File: config.mk
export PLATFORM = sky130hd
export DESIGN_NAME = apb_hold_monitor
export DESIGN_NICKNAME = d
export VERILOG_FILES = /design/src/rtl/apb_hold_monitor_pkg.sv /design/src/rtl/apb_hold_monitor_ctrl.sv /design/src/rtl/apb_hold_monitor_dpath.sv /design/src/rtl/apb_hold_monitor.sv
export SDC_FILE = /design/constraint.sdc
export NUM_CORES = 1
export LEC_CHECK = 0
export ABC_AREA = 0
export BUFFER_PORTS_ARGS = -buffer_cell sky130_fd_sc_hd__buf_2
export CAP_MARGIN = 10
export CORE_ASPECT_RATIO = 0.8
export CORE_UTILIZATION = 30
export CTS_CLUSTER_DIAMETER = 200
export DETAILED_ROUTE_END_ITERATION = 12
export PLACE_DENSITY = 0.43
export SETUP_SLACK_MARGIN = 0.5
export SYNTH_ARGS = -nofsm -noshare
export SYNTH_HDL_FRONTEND = slang
export SYNTH_SLANG_ARGS = --single-unit
File: constraint.sdc
create_clock -name clk -period 2.8 [get_ports clk]
set_input_delay 0.42 -clock clk [delete_from_list [all_inputs] [get_ports clk]]
set_output_delay 0.42 -clock clk [all_outputs]
set_load 0.02 [all_outputs]
File: src/rtl/apb_hold_monitor_pkg.sv
package apb_hold_monitor_pkg;
  localparam int NUM_BIN  = 5;
  localparam int DIR_BASE = NUM_BIN;
  localparam int ERR_BASE = DIR_BASE + 2 * NUM_BIN;
  localparam int CHAIN_IX = ERR_BASE + 2 * NUM_BIN;
  localparam int FIRST_IX = CHAIN_IX + 1;
  localparam int LATER_IX = CHAIN_IX + 2;
  localparam int NUM_CNT  = LATER_IX + 1;
  localparam int SEL_W    = $clog2(NUM_CNT);

  typedef struct packed {
    logic       stabErr;
    logic       enErr;
    logic       tmoErr;
    logic       done;
    logic [2:0] bin;
    logic       isWrite;
    logic       slvErr;
    logic       chain;
    logic       firstCyc;
  } strobe_t;
endpackage

File: src/rtl/apb_hold_monitor_ctrl.sv
module apb_hold_monitor_ctrl
  import apb_hold_monitor_pkg::*;
#(
  parameter int ADDR_W   = 32,
  parameter int DATA_W   = 32,
  parameter int MAX_WAIT = 8
) (
  input  logic                clk,
  input  logic                rstN,
  input  logic                busSel,
  input  logic                busEnable,
  input  logic                busReady,
  input  logic [ADDR_W-1:0]   busAddr,
  input  logic                busWrite,
  input  logic [2:0]          busProt,
  input  logic [DATA_W/8-1:0] busStrb,
  input  logic [DATA_W-1:0]   busWdata,
  input  logic                busErr,
  output strobe_t             stb
);
  localparam int CW = $clog2(MAX_WAIT + 1);
  localparam logic [CW-1:0] WAIT_TOP = CW'(MAX_WAIT);

  logic waitCyc, doneCyc, busMoved;
  logic prevWait, prevWrite, chainHeld;
  logic [ADDR_W-1:0]   prevAddr;
  logic [2:0]          prevProt;
  logic [DATA_W/8-1:0] prevStrb;
  logic [DATA_W-1:0]   prevWdata;
  logic [CW-1:0]       waitCnt;

  assign waitCyc = busSel & busEnable & ~busReady;
  assign doneCyc = busSel & busEnable & busReady;

  always_ff @(posedge clk or negedge rstN) begin
    if (!rstN) begin
      prevWait  <= 1'b0;
      prevWrite <= 1'b0;
      prevAddr  <= '0;
      prevProt  <= '0;
      prevStrb  <= '0;
      prevWdata <= '0;
      waitCnt   <= '0;
      chainHeld <= 1'b0;
    end else begin
      prevWait  <= waitCyc;
      prevWrite <= busWrite;
      prevAddr  <= busAddr;
      prevProt  <= busProt;
      prevStrb  <= busStrb;
      prevWdata <= busWdata;
      if (!waitCyc)
        waitCnt <= '0;
      else if (waitCnt != WAIT_TOP)
        waitCnt <= waitCnt + 1'b1;
      if (doneCyc)
        chainHeld <= (waitCnt != '0);
      else if (!busSel)
        chainHeld <= 1'b0;
    end
  end

  always_comb begin
    busMoved = (busAddr != prevAddr) | (busWrite != prevWrite) |
               (busProt != prevProt) | (busStrb != prevStrb) |
               (prevWrite & (busWdata != prevWdata));
    stb          = '0;
    stb.stabErr  = prevWait & busMoved;
    stb.enErr    = prevWait & ~busEnable;
    stb.tmoErr   = waitCyc & (waitCnt == WAIT_TOP);
    stb.done     = doneCyc;
    if (waitCnt >= WAIT_TOP)       stb.bin = 3'd4;
    else if (waitCnt >= CW'(3))    stb.bin = 3'd3;
    else                           stb.bin = 3'(waitCnt);
    stb.isWrite  = busWrite;
    stb.slvErr   = busErr;
    stb.chain    = doneCyc & (waitCnt != '0) & chainHeld;
    stb.firstCyc = doneCyc & (waitCnt == '0);
  end
endmodule

File: src/rtl/apb_hold_monitor_dpath.sv
module apb_hold_monitor_dpath
  import apb_hold_monitor_pkg::*;
#(
  parameter int CNT_W = 16
) (
  input  logic             clk,
  input  logic             rstN,
  input  logic             clr,
  input  strobe_t          stb,
  input  logic [SEL_W-1:0] cntSel,
  output logic [CNT_W-1:0] cntValue,
  output logic [2:0]       errBits
);
  logic [NUM_CNT-1:0] hit;
  logic [CNT_W-1:0]   cntQ [NUM_CNT];

  always_comb begin
    hit = '0;
    for (int b = 0; b < NUM_BIN; b++) begin
      if (stb.done && stb.bin == 3'(b)) begin
        hit[b] = 1'b1;
        hit[DIR_BASE + 2 * b + int'(stb.isWrite)] = 1'b1;
        hit[ERR_BASE + 2 * b + int'(stb.slvErr)]  = 1'b1;
      end
    end
    hit[CHAIN_IX] = stb.chain;
    hit[FIRST_IX] = stb.firstCyc;
    hit[LATER_IX] = stb.done & ~stb.firstCyc;
  end

  for (genvar i = 0; i < NUM_CNT; i++) begin : g_cnt
    always_ff @(posedge clk or negedge rstN) begin
      if (!rstN)
        cntQ[i] <= '0;
      else if (clr)
        cntQ[i] <= '0;
      else if (hit[i] && cntQ[i] != {CNT_W{1'b1}})
        cntQ[i] <= cntQ[i] + 1'b1;
    end
  end

  always_ff @(posedge clk or negedge rstN) begin
    if (!rstN)
      errBits <= '0;
    else if (clr)
      errBits <= '0;
    else
      errBits <= errBits | {stb.tmoErr, stb.enErr, stb.stabErr};
  end

  always_comb begin
    cntValue = '0;
    if (cntSel < SEL_W'(NUM_CNT))
      cntValue = cntQ[cntSel];
  end
endmodule

File: src/rtl/apb_hold_monitor.sv
module apb_hold_monitor
  import apb_hold_monitor_pkg::*;
#(
  parameter int ADDR_W   = 32,
  parameter int DATA_W   = 32,
  parameter int MAX_WAIT = 8,
  parameter int CNT_W    = 16
) (
  input  logic                clk,
  input  logic                rstN,
  input  logic                busSel,
  input  logic                busEnable,
  input  logic                busReady,
  input  logic [ADDR_W-1:0]   busAddr,
  input  logic                busWrite,
  input  logic [2:0]          busProt,
  input  logic [DATA_W/8-1:0] busStrb,
  input  logic [DATA_W-1:0]   busWdata,
  input  logic                busErr,
  input  logic                clr,
  input  logic [SEL_W-1:0]    cntSel,
  output logic [CNT_W-1:0]    cntValue,
  output logic [2:0]          errBits,
  output logic                anyErr
);
  strobe_t stb;

  apb_hold_monitor_ctrl #(
    .ADDR_W(ADDR_W), .DATA_W(DATA_W), .MAX_WAIT(MAX_WAIT)
  ) u_ctrl (
    .clk(clk), .rstN(rstN), .busSel(busSel), .busEnable(busEnable),
    .busReady(busReady), .busAddr(busAddr), .busWrite(busWrite),
    .busProt(busProt), .busStrb(busStrb), .busWdata(busWdata),
    .busErr(busErr), .stb(stb)
  );

  apb_hold_monitor_dpath #(.CNT_W(CNT_W)) u_dpath (
    .clk(clk), .rstN(rstN), .clr(clr), .stb(stb),
    .cntSel(cntSel), .cntValue(cntValue), .errBits(errBits)
  );

  assign anyErr = |errBits;
endmodule

==> flow_results.xml <==
<?xml version="1.0" encoding="UTF-8"?>
<metrics>
  <group name="floorplan">
    <metric name="boundaryPins" unit="">104</metric>
    <metric name="core.rowCount" unit="">104</metric>
    <metric name="die-area" unit="mm²">0.104</metric>
    <metric name="die_height" unit="µm">288</metric>
    <metric name="placeableCoreArea" unit="mm²">0.101</metric>
    <metric name="initial_utilization" unit="%">30.4</metric>
    <metric name="floorplan_die_width" unit="µm">360</metric>
  </group>
  <group name="layout">
    <metric name="fraction_of_layout_cells_with_a_size_suffix_above_1" unit="%">28.3</metric>
    <metric name="num-nets-final" unit="">3593</metric>
    <metric name="diodes" unit="">0</metric>
    <metric name="layout-area-overhead-vs-synth" unit="%">29.7</metric>
  </group>
  <group name="power_and_ir_drop">
    <metric name="power.density_cell_area" unit="mW/mm²">464</metric>
    <metric name="worst_ir_drop_vdd" unit="µV">370</metric>
    <metric name="leakage" unit="µW">0.0153</metric>
    <metric name="share_seq_of_total_power" unit="%">41.8</metric>
    <metric name="p_switching" unit="µW">4480</metric>
    <metric name="clock_power_share" unit="%">51.7</metric>
    <metric name="p_comb_share" unit="%">6.6</metric>
    <metric name="power.switching_fraction" unit="%">24.1</metric>
    <metric name="power.internal" unit="µW">14100</metric>
  </group>
  <group name="logic_synthesis">
    <metric name="synthesis.nets" unit="">3202</metric>
    <metric name="synth.area.top_cells" unit="">dfrtp_1, mux4_2, xnor2_1</metric>
    <metric name="synth_top_area_share" unit="%">43.0</metric>
    <metric name="yosysWarningCount" unit="">0</metric>
    <metric name="ys_async_sr_fraction" unit="%">100</metric>
    <metric name="yosysTopAreaCell" unit="">dfrtp_1</metric>
    <metric name="post_synth_most_frequent_cells" unit="">dfrtp_1, nor2_1, xnor2_1</metric>
    <metric name="synthCells" unit="">3088</metric>
    <metric name="mappedNetlistArea" unit="mm²">0.0308</metric>
    <metric name="ys_ff_latch" unit="">529</metric>
    <metric name="number_of_enable_type_register_cells_in_the_synthesized_netlist" unit="">0</metric>
    <metric name="avgSynthCellArea" unit="µm²">9.97</metric>
    <metric name="synth_ff_type" unit="">dfrtp_1</metric>
    <metric name="yosysSeqAreaShare" unit="%">43.0</metric>
    <metric name="yosysUniqueCellTypes" unit="">68</metric>
    <metric name="synth_most_common_cell" unit="">dfrtp_1</metric>
  </group>
  <group name="global_routing">
    <metric name="antenna_found_initial" unit="">1</metric>
    <metric name="globalRoute.totalOverflow" unit="">0</metric>
    <metric name="grt_pass1_vias" unit="">25600</metric>
    <metric name="grt_max_degree" unit="">118</metric>
    <metric name="grt_first_pass_wirelength" unit="µm">164000</metric>
    <metric name="grt_use_total" unit="%">20.5</metric>
  </group>
  <group name="timing">
    <metric name="period_share" unit="%">108</metric>
    <metric name="report.final.slew_viol_count" unit="">0</metric>
    <metric name="finalSetupViolations" unit="">14</metric>
    <metric name="crit_path_setup_slack_layout" unit="ps">-226</metric>
    <metric name="finClkSkew" unit="ps">32.8</metric>
    <metric name="fin_crit" unit="ps">3030</metric>
    <metric name="hold_viol" unit="">0</metric>
    <metric name="clock.fmax" unit="MHz">330</metric>
    <metric name="worst_pin_slew" unit="ps">1400</metric>
    <metric name="worst_hold_slack" unit="ps">85.2</metric>
    <metric name="rsz0062_at_grt" unit="">true</metric>
    <metric name="tns" unit="ps">-1490</metric>
    <metric name="timing.max_slew.rel_slack" unit="%">6.68</metric>
  </group>
  <group name="run">
    <metric name="maxCapViolations" unit="">0</metric>
  </group>
  <group name="clock_tree">
    <metric name="clock_sink_count" unit="">529</metric>
    <metric name="cts_tree" unit="">yes</metric>
    <metric name="numCtsBuffers" unit="">68</metric>
    <metric name="cts_htree_levels" unit="">3</metric>
    <metric name="cts.reportedPaths.clkPinSlew" unit="ps">60</metric>
    <metric name="worstSkewPairLatency" unit="ps">660</metric>
    <metric name="clk_path_buf_depth" unit="">3</metric>
    <metric name="cts.root.buffer_cell" unit="">clkbuf_16</metric>
  </group>
  <group name="worst_setup_path">
    <metric name="worstSetupEndpointType" unit="">output pin</metric>
    <metric name="cp_data_arrival_time" unit="ps">2610</metric>
    <metric name="crit_path_start_kind" unit="">register</metric>
    <metric name="critical_setup_path_kind" unit="">reg -&gt; out</metric>
    <metric name="worstPathRequired" unit="ps">2380</metric>
    <metric name="critical_path.max_fanout" unit="">5</metric>
  </group>
  <group name="place">
    <metric name="portBuffers" unit="">103</metric>
    <metric name="gp_congestion" unit="">0.899</metric>
    <metric name="pre_cts_slack" unit="ps">-206</metric>
    <metric name="dpl.hpwl" unit="µm">78000</metric>
  </group>
  <group name="detailed_routing">
    <metric name="drt.antenna.violating_nets" unit="">0</metric>
    <metric name="drt_iter0_markers" unit="">2305</metric>
    <metric name="wirelength" unit="µm">108000</metric>
    <metric name="drtPass1Iterations" unit="">5</metric>
    <metric name="drc_errors" unit="">0</metric>
    <metric name="via_count" unit="">26600</metric>
    <metric name="drt-wirelength-per-cell" unit="µm">22.3</metric>
    <metric name="post_drt_via_cell_ratio" unit="">5.49</metric>
  </group>
  <group name="outcome">
    <metric name="violations" unit="">setup timing</metric>
    <metric name="status" unit="">finished, violations left</metric>
  </group>
  <group name="hold_path">
    <metric name="worst_hold_path_type" unit="">in -&gt; reg</metric>
  </group>
</metrics>
## final cells by class
cell class,instances,area [µm²]
Timing Repair Buffer,473,4030
Fill cell,9746,61200
Multi-Input combinational cell,2364,18300
Clock buffer,98,2030
Inverter,43,170
Clock inverter,26,394
Tap cell,1325,1660
Sequential cell,529,13400
## per-layer routing
layer	part of all wire (%)	up-vias	global-route usage (%)
li1	-	12200	-
met1	49	13600	30.9
met5	0	-	0
met3	5.4	128	3.06
met4	2.0	0	4.87
met2	44	741	30.8
## what timing repair did
| action | 4_1_cts | 5_1_grt |
|---|---|---|
| hold buffers | 73 | 0 |
| pin swaps | 34 | 84 |
| endpoints found under the hold margin | 120 | 0 |
| setup endpoints to repair | 116 | 156 |
| resized for setup | 159 | 263 |
| gates cloned | 4 | 1 |
| buffers inserted | 57 | 64 |
## final timing paths
| kind | start | end | slack [ps] | cells after the start |
|---|---|---|---|---|
| setup / recovery | u_dpath.cntQ[325] | cntValue[5] | -230 | 8 |
| hold / removal | busSel | u_ctrl.chainHeld | 90 | 2 |
| setup reg to reg | u_ctrl.waitCnt[0] | u_dpath.cntQ[280] | 370 | 9 |
| hold reg to reg | u_ctrl.prevWait | u_dpath.errBits[1] | 570 | 2 |
| max in group asynchronous | rstN | u_dpath.cntQ[403] | 1470 | 4 |
| min in group asynchronous | rstN | u_ctrl.prevStrb[1] | 330 | 2 |
## critical path, cell delays in order (launching register included)
cell	delay (ps)
dfrtp_2	450
mux4_2	500
mux2i_1	170
nor2_1	70
a21oi_1	150
buf_4	190
a221oi_2	70
buf_4	230
buf_6	130
## state kept, by name, indices dropped and copies added, names as in the netlist
| register | flops |
|---|---|
| u_ctrl.prevWait | 1 |
| u_dpath.cntQ | 448 |
| u_ctrl.prevStrb | 4 |
| u_ctrl.chainHeld | 1 |
| u_ctrl.prevWrite | 1 |
| u_ctrl.prevWdata | 32 |
| u_dpath.errBits | 3 |
| u_ctrl.prevAddr | 32 |
| u_ctrl.prevProt | 3 |
| u_ctrl.waitCnt | 4 |
## kinds of logic after synthesis
logic type      share of synthesized area (%)
simple gates                             23.2
fa+ha+maj                                1.22
buf+inv                                  2.58
xor+xnor                                 11.0
mux                                      10.4
compound gates                           8.59
flops                                    43.0
## per-stage QoR
stage          std cells  total power [µW]  util [%]  cell area, µm²
2_1_floorplan       3088              8370         -           31000
3_3_place_gp        4535              8920      33.7           34100
3_5_place_dp        4535              8950      33.7           34100
4_1_cts             4793             18800      37.9           38300
5_1_grt             4858             19200      39.5           39900
6_report            4858             18500      39.5           39900
## power groups by stage
stage          Combinational [µW]  Sequential (µW)  Clock (µW)
2_1_floorplan                 495             7880           0
3_3_place_gp                 1040             7880           0
3_5_place_dp                 1060             7880           0
4_1_cts                      1200             7740        9890
5_1_grt                      1330             7750       10100
6_report                     1220             7750        9580
## cells in the final DEF, fill, tap and decap left out, types with 19 or more instances in the layout
cell type,count
nor4_2,19
mux2i_1,39
inv_1,39
buf_6,47
ha_1,28
mux2_2,32
clkbuf_16,71
nand4_1,113
buf_12,26
a211oi_1,36
and4_1,55
mux4_2,103
a21oi_2,50
xnor2_1,228
xor2_1,157
buf_2,90
and3_1,63
o2111ai_1,20
o21ai_0,69
nand2_1,129
dfrtp_1,435
buf_4,234
nor2_1,413
or3_1,48
dlygate4sd3_1,73
nand3_1,166
or4_1,20
a21oi_1,74
dfrtp_2,94
nor2b_1,32
nor4_1,76
nor3_1,57
o211ai_1,45
No activity file was read; power rests on OpenSTA's default activity.
